## src/rtl/pllseq_pkg.sv

```systemverilog
package pllseq_pkg;

  // Field placement inside the 64-bit control image
  localparam int DIVOUT_LSB = 0;
  localparam int DIVOUT_W   = 7;
  localparam int MULT_LSB   = 21;
  localparam int MULT_W     = 9;
  localparam int DIVREF_LSB = 32;
  localparam int DIVREF_W   = 7;
  localparam int LOCK_BIT   = 39;
  localparam int OUTSEL_BIT = 40;
  localparam int TRIG_BIT   = 43;
  localparam int BYPASS_BIT = 44;
  localparam int PWRDN_BIT  = 45;

  localparam logic [63:0] RESET_IMAGE = (64'd1 << BYPASS_BIT) | (64'd1 << PWRDN_BIT);

  // Per-cycle step strobes issued by the control FSM
  typedef struct packed {
    logic capture;
    logic setBypass;
    logic clrOutSel;
    logic setPwrDn;
    logic setTrig;
    logic loadDiv;
    logic clrTrig;
    logic clrPwrDn;
    logic setOutSel;
    logic clrBypass;
  } stepStrobes_t;

  typedef enum logic [3:0] {
    ST_IDLE,
    ST_BYPASS,
    ST_OUTOFF,
    ST_PWRDN,
    ST_TRIG,
    ST_LOAD,
    ST_UNTRIG,
    ST_PWRUP,
    ST_SETTLE,
    ST_POLL,
    ST_OUTON,
    ST_UNBYPASS,
    ST_DONE
  } seqState_t;

endpackage

```

## src/rtl/pllseq_ctrl.sv

```systemverilog
module pllseq_ctrl
  import pllseq_pkg::*;
#(
  parameter int SETTLE_CYC = 100,
  parameter int MAX_POLLS  = 2000,
  localparam int SW = $clog2(SETTLE_CYC + 1),
  localparam int PW = $clog2(MAX_POLLS + 1)
) (
  input  logic         clk,
  input  logic         rstN,
  input  logic         startReq,
  input  logic         lockIn,
  output stepStrobes_t strobes,
  output logic         ackOut,
  output logic [PW-1:0] pollCnt,
  output logic         timeoutFlag
);

  seqState_t state, nextState;
  logic [SW-1:0] settleCnt;

  always_comb begin
    nextState = state;
    case (state)
      ST_IDLE:     if (startReq) nextState = ST_BYPASS;
      ST_BYPASS:   nextState = ST_OUTOFF;
      ST_OUTOFF:   nextState = ST_PWRDN;
      ST_PWRDN:    nextState = ST_TRIG;
      ST_TRIG:     nextState = ST_LOAD;
      ST_LOAD:     nextState = ST_UNTRIG;
      ST_UNTRIG:   nextState = ST_PWRUP;
      ST_PWRUP:    nextState = ST_SETTLE;
      ST_SETTLE:   if (settleCnt == SW'(SETTLE_CYC - 1)) nextState = ST_POLL;
      ST_POLL:     if (lockIn || (pollCnt == PW'(MAX_POLLS - 1))) nextState = ST_OUTON;
      ST_OUTON:    nextState = ST_UNBYPASS;
      ST_UNBYPASS: nextState = ST_DONE;
      ST_DONE:     nextState = ST_IDLE;
      default:     nextState = ST_IDLE;
    endcase
  end

  always_comb begin
    strobes           = '0;
    strobes.capture   = (state == ST_IDLE) && startReq;
    strobes.setBypass = (state == ST_BYPASS);
    strobes.clrOutSel = (state == ST_OUTOFF);
    strobes.setPwrDn  = (state == ST_PWRDN);
    strobes.setTrig   = (state == ST_TRIG);
    strobes.loadDiv   = (state == ST_LOAD);
    strobes.clrTrig   = (state == ST_UNTRIG);
    strobes.clrPwrDn  = (state == ST_PWRUP);
    strobes.setOutSel = (state == ST_OUTON);
    strobes.clrBypass = (state == ST_UNBYPASS);
  end

  assign ackOut = (state == ST_DONE);

  always_ff @(posedge clk) begin
    if (!rstN) begin
      state       <= ST_IDLE;
      settleCnt   <= '0;
      pollCnt     <= '0;
      timeoutFlag <= 1'b0;
    end else begin
      state <= nextState;
      if (state == ST_SETTLE) settleCnt <= settleCnt + 1'b1;
      else                    settleCnt <= '0;
      if (strobes.capture) begin
        pollCnt     <= '0;
        timeoutFlag <= 1'b0;
      end else if (state == ST_POLL) begin
        pollCnt <= pollCnt + 1'b1;
        if (!lockIn && (pollCnt == PW'(MAX_POLLS - 1))) timeoutFlag <= 1'b1;
      end
    end
  end

  // Acknowledge lasts a single cycle
  p_ack_pulse_r8: assert property (@(posedge clk) disable iff (!rstN)
    ackOut |=> !ackOut);

  // Poll count never exceeds its budget
  p_poll_bound_r7: assert property (@(posedge clk) disable iff (!rstN)
    pollCnt <= PW'(MAX_POLLS));

  // Timeout only raised after a full budget of polls
  p_timeout_full_r7: assert property (@(posedge clk) disable iff (!rstN)
    $rose(timeoutFlag) |-> (pollCnt == PW'(MAX_POLLS)));

  // First poll only after the full settle count
  p_settle_len_r5: assert property (@(posedge clk) disable iff (!rstN)
    ((state == ST_POLL) && ($past(state) == ST_SETTLE)) |-> ($past(settleCnt) == SW'(SETTLE_CYC - 1)));

  // At most one step per cycle
  p_one_step_r3: assert property (@(posedge clk) disable iff (!rstN)
    $onehot0(strobes));

endmodule

```

## src/rtl/pllseq_datapath.sv

```systemverilog
module pllseq_datapath
  import pllseq_pkg::*;
(
  input  logic                clk,
  input  logic                rstN,
  input  stepStrobes_t        strobes,
  input  logic [DIVOUT_W-1:0] divOutIn,
  input  logic [MULT_W-1:0]   multIn,
  input  logic [DIVREF_W-1:0] divRefIn,
  input  logic                lockIn,
  output logic [63:0]         regImage,
  output logic [DIVOUT_W-1:0] rbDivOut,
  output logic [MULT_W-1:0]   rbMult,
  output logic [DIVREF_W-1:0] rbDivRef
);

  logic [DIVOUT_W-1:0] pendDivOut;
  logic [MULT_W-1:0]   pendMult;
  logic [DIVREF_W-1:0] pendDivRef;
  logic [63:0]         nextImage;

  always_ff @(posedge clk) begin
    if (!rstN) begin
      pendDivOut <= '0;
      pendMult   <= '0;
      pendDivRef <= '0;
    end else if (strobes.capture) begin
      pendDivOut <= divOutIn;
      pendMult   <= multIn;
      pendDivRef <= divRefIn;
    end
  end

  // Read-modify-write: each strobe touches only its own field
  always_comb begin
    nextImage           = regImage;
    nextImage[LOCK_BIT] = lockIn;
    if (strobes.setBypass) nextImage[BYPASS_BIT] = 1'b1;
    if (strobes.clrOutSel) nextImage[OUTSEL_BIT] = 1'b0;
    if (strobes.setPwrDn)  nextImage[PWRDN_BIT]  = 1'b1;
    if (strobes.setTrig)   nextImage[TRIG_BIT]   = 1'b1;
    if (strobes.loadDiv) begin
      nextImage[DIVOUT_LSB +: DIVOUT_W] = pendDivOut;
      nextImage[MULT_LSB +: MULT_W]     = pendMult;
      nextImage[DIVREF_LSB +: DIVREF_W] = pendDivRef;
    end
    if (strobes.clrTrig)   nextImage[TRIG_BIT]   = 1'b0;
    if (strobes.clrPwrDn)  nextImage[PWRDN_BIT]  = 1'b0;
    if (strobes.setOutSel) nextImage[OUTSEL_BIT] = 1'b1;
    if (strobes.clrBypass) nextImage[BYPASS_BIT] = 1'b0;
  end

  always_ff @(posedge clk) begin
    if (!rstN) regImage <= RESET_IMAGE;
    else       regImage <= nextImage;
  end

  assign rbDivOut = regImage[DIVOUT_LSB +: DIVOUT_W];
  assign rbMult   = regImage[MULT_LSB +: MULT_W];
  assign rbDivRef = regImage[DIVREF_LSB +: DIVREF_W];

  // Power-down is only raised while the output is bypassed
  p_pd_needs_bypass_r3: assert property (@(posedge clk) disable iff (!rstN)
    $rose(regImage[PWRDN_BIT]) |-> regImage[BYPASS_BIT]);

  // Parameter trigger only opened while powered down
  p_trig_needs_pd_r3: assert property (@(posedge clk) disable iff (!rstN)
    $rose(regImage[TRIG_BIT]) |-> regImage[PWRDN_BIT]);

  // Divider fields only move while the trigger is open
  p_div_under_trig_r4: assert property (@(posedge clk) disable iff (!rstN)
    !$stable({regImage[DIVOUT_LSB +: DIVOUT_W], regImage[MULT_LSB +: MULT_W],
              regImage[DIVREF_LSB +: DIVREF_W]}) |-> regImage[TRIG_BIT]);

  // Output reconnected only when powered and still bypassed
  p_outsel_safe_r8: assert property (@(posedge clk) disable iff (!rstN)
    $rose(regImage[OUTSEL_BIT]) |-> (!regImage[PWRDN_BIT] && regImage[BYPASS_BIT]));

  // Lock bit follows the lock input one edge later
  p_lock_mirror_r10: assert property (@(posedge clk) disable iff (!rstN)
    1'b1 |=> (regImage[LOCK_BIT] == $past(lockIn)));

endmodule

```

## src/rtl/pll_reprog_seq.sv

```systemverilog
module pll_reprog_seq
  import pllseq_pkg::*;
#(
  parameter int CLK_MHZ   = 50,
  parameter int SETTLE_US = 2,
  parameter int MAX_POLLS = 2000,
  localparam int SETTLE_CYC = CLK_MHZ * SETTLE_US,
  localparam int PW = $clog2(MAX_POLLS + 1)
) (
  input  logic                clk,
  input  logic                rstN,
  input  logic                startReq,
  input  logic [DIVOUT_W-1:0] divOutIn,
  input  logic [MULT_W-1:0]   multIn,
  input  logic [DIVREF_W-1:0] divRefIn,
  input  logic                lockIn,
  output logic                reqAck,
  output logic [63:0]         regImage,
  output logic [DIVOUT_W-1:0] rbDivOut,
  output logic [MULT_W-1:0]   rbMult,
  output logic [DIVREF_W-1:0] rbDivRef,
  output logic [PW-1:0]       pollsUsed,
  output logic                lockTimeout
);

  stepStrobes_t strobes;

  pllseq_ctrl #(
    .SETTLE_CYC (SETTLE_CYC),
    .MAX_POLLS  (MAX_POLLS)
  ) uCtrl (
    .clk         (clk),
    .rstN        (rstN),
    .startReq    (startReq),
    .lockIn      (lockIn),
    .strobes     (strobes),
    .ackOut      (reqAck),
    .pollCnt     (pollsUsed),
    .timeoutFlag (lockTimeout)
  );

  pllseq_datapath uData (
    .clk      (clk),
    .rstN     (rstN),
    .strobes  (strobes),
    .divOutIn (divOutIn),
    .multIn   (multIn),
    .divRefIn (divRefIn),
    .lockIn   (lockIn),
    .regImage (regImage),
    .rbDivOut (rbDivOut),
    .rbMult   (rbMult),
    .rbDivRef (rbDivRef)
  );

endmodule

```

## config.mk

```make
export PLATFORM = sky130hd
export DESIGN_NAME = pll_reprog_seq
export DESIGN_NICKNAME = d
export VERILOG_FILES = /design/src/rtl/pllseq_pkg.sv /design/src/rtl/pllseq_ctrl.sv /design/src/rtl/pllseq_datapath.sv /design/src/rtl/pll_reprog_seq.sv
export SDC_FILE = /design/constraint.sdc
export NUM_CORES = 1
export LEC_CHECK = 0
export CAP_MARGIN = 20
export CORE_ASPECT_RATIO = 0.5
export CORE_MARGIN = 10
export CORE_UTILIZATION = 40
export CTS_BUF_LIST = sky130_fd_sc_hd__clkbuf_4
export CTS_CLUSTER_DIAMETER = 60
export DETAILED_ROUTE_END_ITERATION = 7
export HOLD_SLACK_MARGIN = 0.03
export PLACE_DENSITY = 0.8
export SLEW_MARGIN = 10
export SYNTH_ARGS = -nofsm -noshare
export SYNTH_HDL_FRONTEND = slang
export SYNTH_SLANG_ARGS = --single-unit
```

## constraint.sdc

```tcl
create_clock -name clk -period 4.98 [get_ports clk]
set_input_delay 1.245 -clock clk [delete_from_list [all_inputs] [get_ports clk]]
set_output_delay 1.245 -clock clk [all_outputs]
set_load 0.01 [all_outputs]
```

==> out/results.txt <==
Mapped cell area - 0.00337 sq mm
Final setup fails - 0
Post-Synth Simple-Gate Area - 21.4%
TritonCTS buffer count - 9
Die ar. - 0.0127 sq mm
Area growth, synth to finish - 23.0%
DR WL met3 - 578 um
First-pass GRT wire length - 12300 um
Worst r2r path cells - 4
Placed Cells - 569
Hpwl dp - 5770 um
VDD IR max - 0.000119 V
Max_slew headroom - 36.3%
Critical Path, Cell by Cell - nand2_1 -> nor3_1 -> clkdlybuf4s50_1
GPL Wtd Cong - 0.772
Crit-path max FO - 11
Fin. max-slew vios - 0
Top_reg_cell synth - dfxtp_1
Seq. cell area - 0.00148 sq mm
Worst Hold Launch - uCtrl.settleCnt[0]
Critical Path Max Stage Delay - 0.58 ns
Area taken by multi-input logic gates - 0.00148 sq mm
Worst skew pair latency - 0.41 ns
Layout fillers - 788
Ant diodes - 0
R2R Path Start - uCtrl.state[0]
Final Core Density - 51.1%
CP Class - reg -> out
Clk sink count - 74
Synth async-reset ratio - 0%
Vias in the first global route - 2577
Post-synth top area cell - dfxtp_1
Final Non-Filler Cells - 584
CP arrival - 1.79 ns
Adder-Cell Fraction of Synth Area - 0.742%
Drt total wl - 7730 um
Number of antenna violations at the first check in global routing - 0
GRT overflow - 0
RSZ-0062 raised after global routing - false
Post-route ant nets - 0
Worst hold slack - 0.457 ns
Layout cells sized above 1 - 3.60%
Initial Util - 41.6%
Number of vias per cell - 4.57
H-tree depth - 3
Crit-path slowest cell - clkdlybuf4s50_1
Gate Count Post-Synth - 409
Routed via count - 2669
Maximum clock path buffer count - 2
Total track usage - 11.8%
Status - completed
Setup TNS - 0 ns
Clock transition at the registers of the reported paths - 0.10 ns
Period Utilization, post-route - 61.0%
Synthesized area per cell - 8.24 sq um
DRT met1 WL - 3080 um
Leak - 1.46 nW
Min Clock Period, post-route - 3.04 ns
Number of synthesized flops with an enable pin - 0
XOR/XNOR Fraction of Synth Area - 2.60%
DR top layer - met4
DR iter-0 viols - 138
Worst-margin pin slew - 0.953 ns
Critical path capture point type - primary output
Critical Path RT - 3.73 ns
Clock root cell - clkbuf_4
Number of placement rows - 23
Largest family of logic cells by synthesized area - simple AND/OR/NAND/NOR gates
Core area - 0.00812 sq mm
Post-synthesis compound-gate area fraction - 15.1%
Maximum clock rate - 329 MHz
Number of hold buffers added after cts - 0
Crit Reg-Reg Endpoint - uCtrl.pollCnt[5]
Top cells by area, synth - dfxtp_1, buf_4, nand2_1
Hold path cells - 1
Tightest Hold Check Type - reg -> reg
Die Span Y - 84.9 um
PwrDens - 247 mW/mm^2
PnR Total Power - 1.03 mW
Startpoint Class - flop
Max_cap viols - 0
Nets - 498
Yosys warning count - 0
WHS Endpoint - uCtrl.settleCnt[0]
# port buffers - 90
Reg2reg setup slack - 2.57 ns
Register area share after synthesis - 43.9%
Final setup skew - 0.00543 ns
Wire length per cell - 13.2 um
Synthesized flop and latch total - 74
Fin. Hold Viols - 0
Synth cell types - 36
CTS tree - yes
CTS resizes - 0
Chip Width - 150 um
DRC - 0
Detail Route met2 WL - 3990 um
Largest net degree at the start of global routing - 32
Top-area cell type share of the netlist area - 43.9%
Pre-antenna DRT Iters - 4
Mux share of post-synthesis cell area - 0%
I/O pins - 127
Post-CTS setup buffers - 0
[synth_stat cells, types with 2 or more instances]
cell and n:
clkbuf_1 14, nand2b_1 4, xor2_1 5, nor4_1 2, xnor2_1 5, ha_1 2
a21oi_1 11, nand3_1 10, and3_1 2, dfxtp_1 74, nor2_1 20, nor3_1 2
or3_1 4, inv_1 4, nand4_1 4, buf_2 5, or4_1 2, and2_1 4
o21ai_0 6, buf_4 60, o31ai_1 3, a21boi_0 46, nand2_1 107
[routing by layer]
| layer | GRT usage [%] | vias up |
|---|---|---|
| li1 | - | 1374 |
| met1 | 11.9 | 1216 |
| met2 | 21.6 | 74 |
| met3 | 5.08 | 5 |
| met4 | 4.04 | 0 |
| met5 | 0 | - |
[per-stage QoR]
| step | cell area [sq um] | worst slack (ns) |
|---|---|---|
| after CTS | 4140 | 1.91 |
| after global placement | 4040 | 1.70 |
| final | 4150 | 1.94 |
| after detailed placement | 4040 | 1.63 |
| after floorplan | 3500 | 2.90 |
| after global routing | 4150 | 1.79 |
[where the power goes]
| group | switching [mW] | internal (mW) |
|---|---|---|
| clock network | 0.181 | 0.119 |
| registers | 0.0146 | 0.610 |
| logic | 0.0596 | 0.0421 |
| total | 0.255 | 0.771 |
[how the worst max path moves through the flow]
stage	start	to	slack [ns]	cells past startpoint
2_1_floorplan	uCtrl.state[0]	reqAck	2.90	2
3_3_place_gp	startReq	uCtrl.pollCnt[6]	1.70	4
3_5_place_dp	startReq	uCtrl.pollCnt[4]	1.63	4
4_1_cts	uCtrl.state[2]	reqAck	1.91	3
5_1_grt	uCtrl.state[2]	reqAck	1.79	3
6_report	uCtrl.state[2]	reqAck	1.94	3
[state kept, by name, indices dropped and copies added (netlist names)]
| signal | count |
|---|---|
| uData.pendDivOut | 7 |
| uCtrl.state | 4 |
| uData.pendDivRef | 7 |
| uData.pendMult | 9 |
| uCtrl.settleCnt | 7 |
| uCtrl.pollCnt | 11 |
| uData.regImage | 28 |
| uCtrl.timeoutFlag | 1 |
[cells in the final DEF, fill, tap and decap left out, types with 2 or more instances in the layout]
cell type,count
o31ai_1,3
xor2_1,5
a21oi_1,11
o21ai_0,6
a21boi_0,46
and3_1,2
buf_4,2
conb_1,36
nor2_1,20
nand2b_1,4
nor3_1,2
xnor2_1,5
or4_1,2
nand3_1,10
clkbuf_4,13
nor4_1,2
inv_1,4
dfxtp_1,74
clkdlybuf4s50_1,90
nand2_1,107
or3_1,4
ha_1,2
nand4_1,4
and2_1,4
[layout make-up]
class | instances | share of cell area, %
multi-input combinational | 287 | 35.8
sequential | 74 | 35.7
timing repair buffer | 93 | 22.3
tap | 112 | 3.38
clock buffer | 13 | 2.35
inverter | 4 | 0.362
clock inverter | 1 | 0.0905
[critical path: cells and delay by family, from the launching register on]
family | cells | cell delay (ns)
buffers and inverters | 1 | 0.58
DFF | 1 | 0.51
and+or+nand+nor | 2 | 0.30
[logic make-up after synthesis]
logic type / count (synthesis)
adder cells (fa/ha/maj): 2
buffers and inverters: 83
flip-flops: 74
AND/OR/NAND/NOR: 166
AO/OA/AOI/OAI: 73
other: 1
XOR/XNOR: 10
No activity file was read; power rests on OpenSTA's default activity.
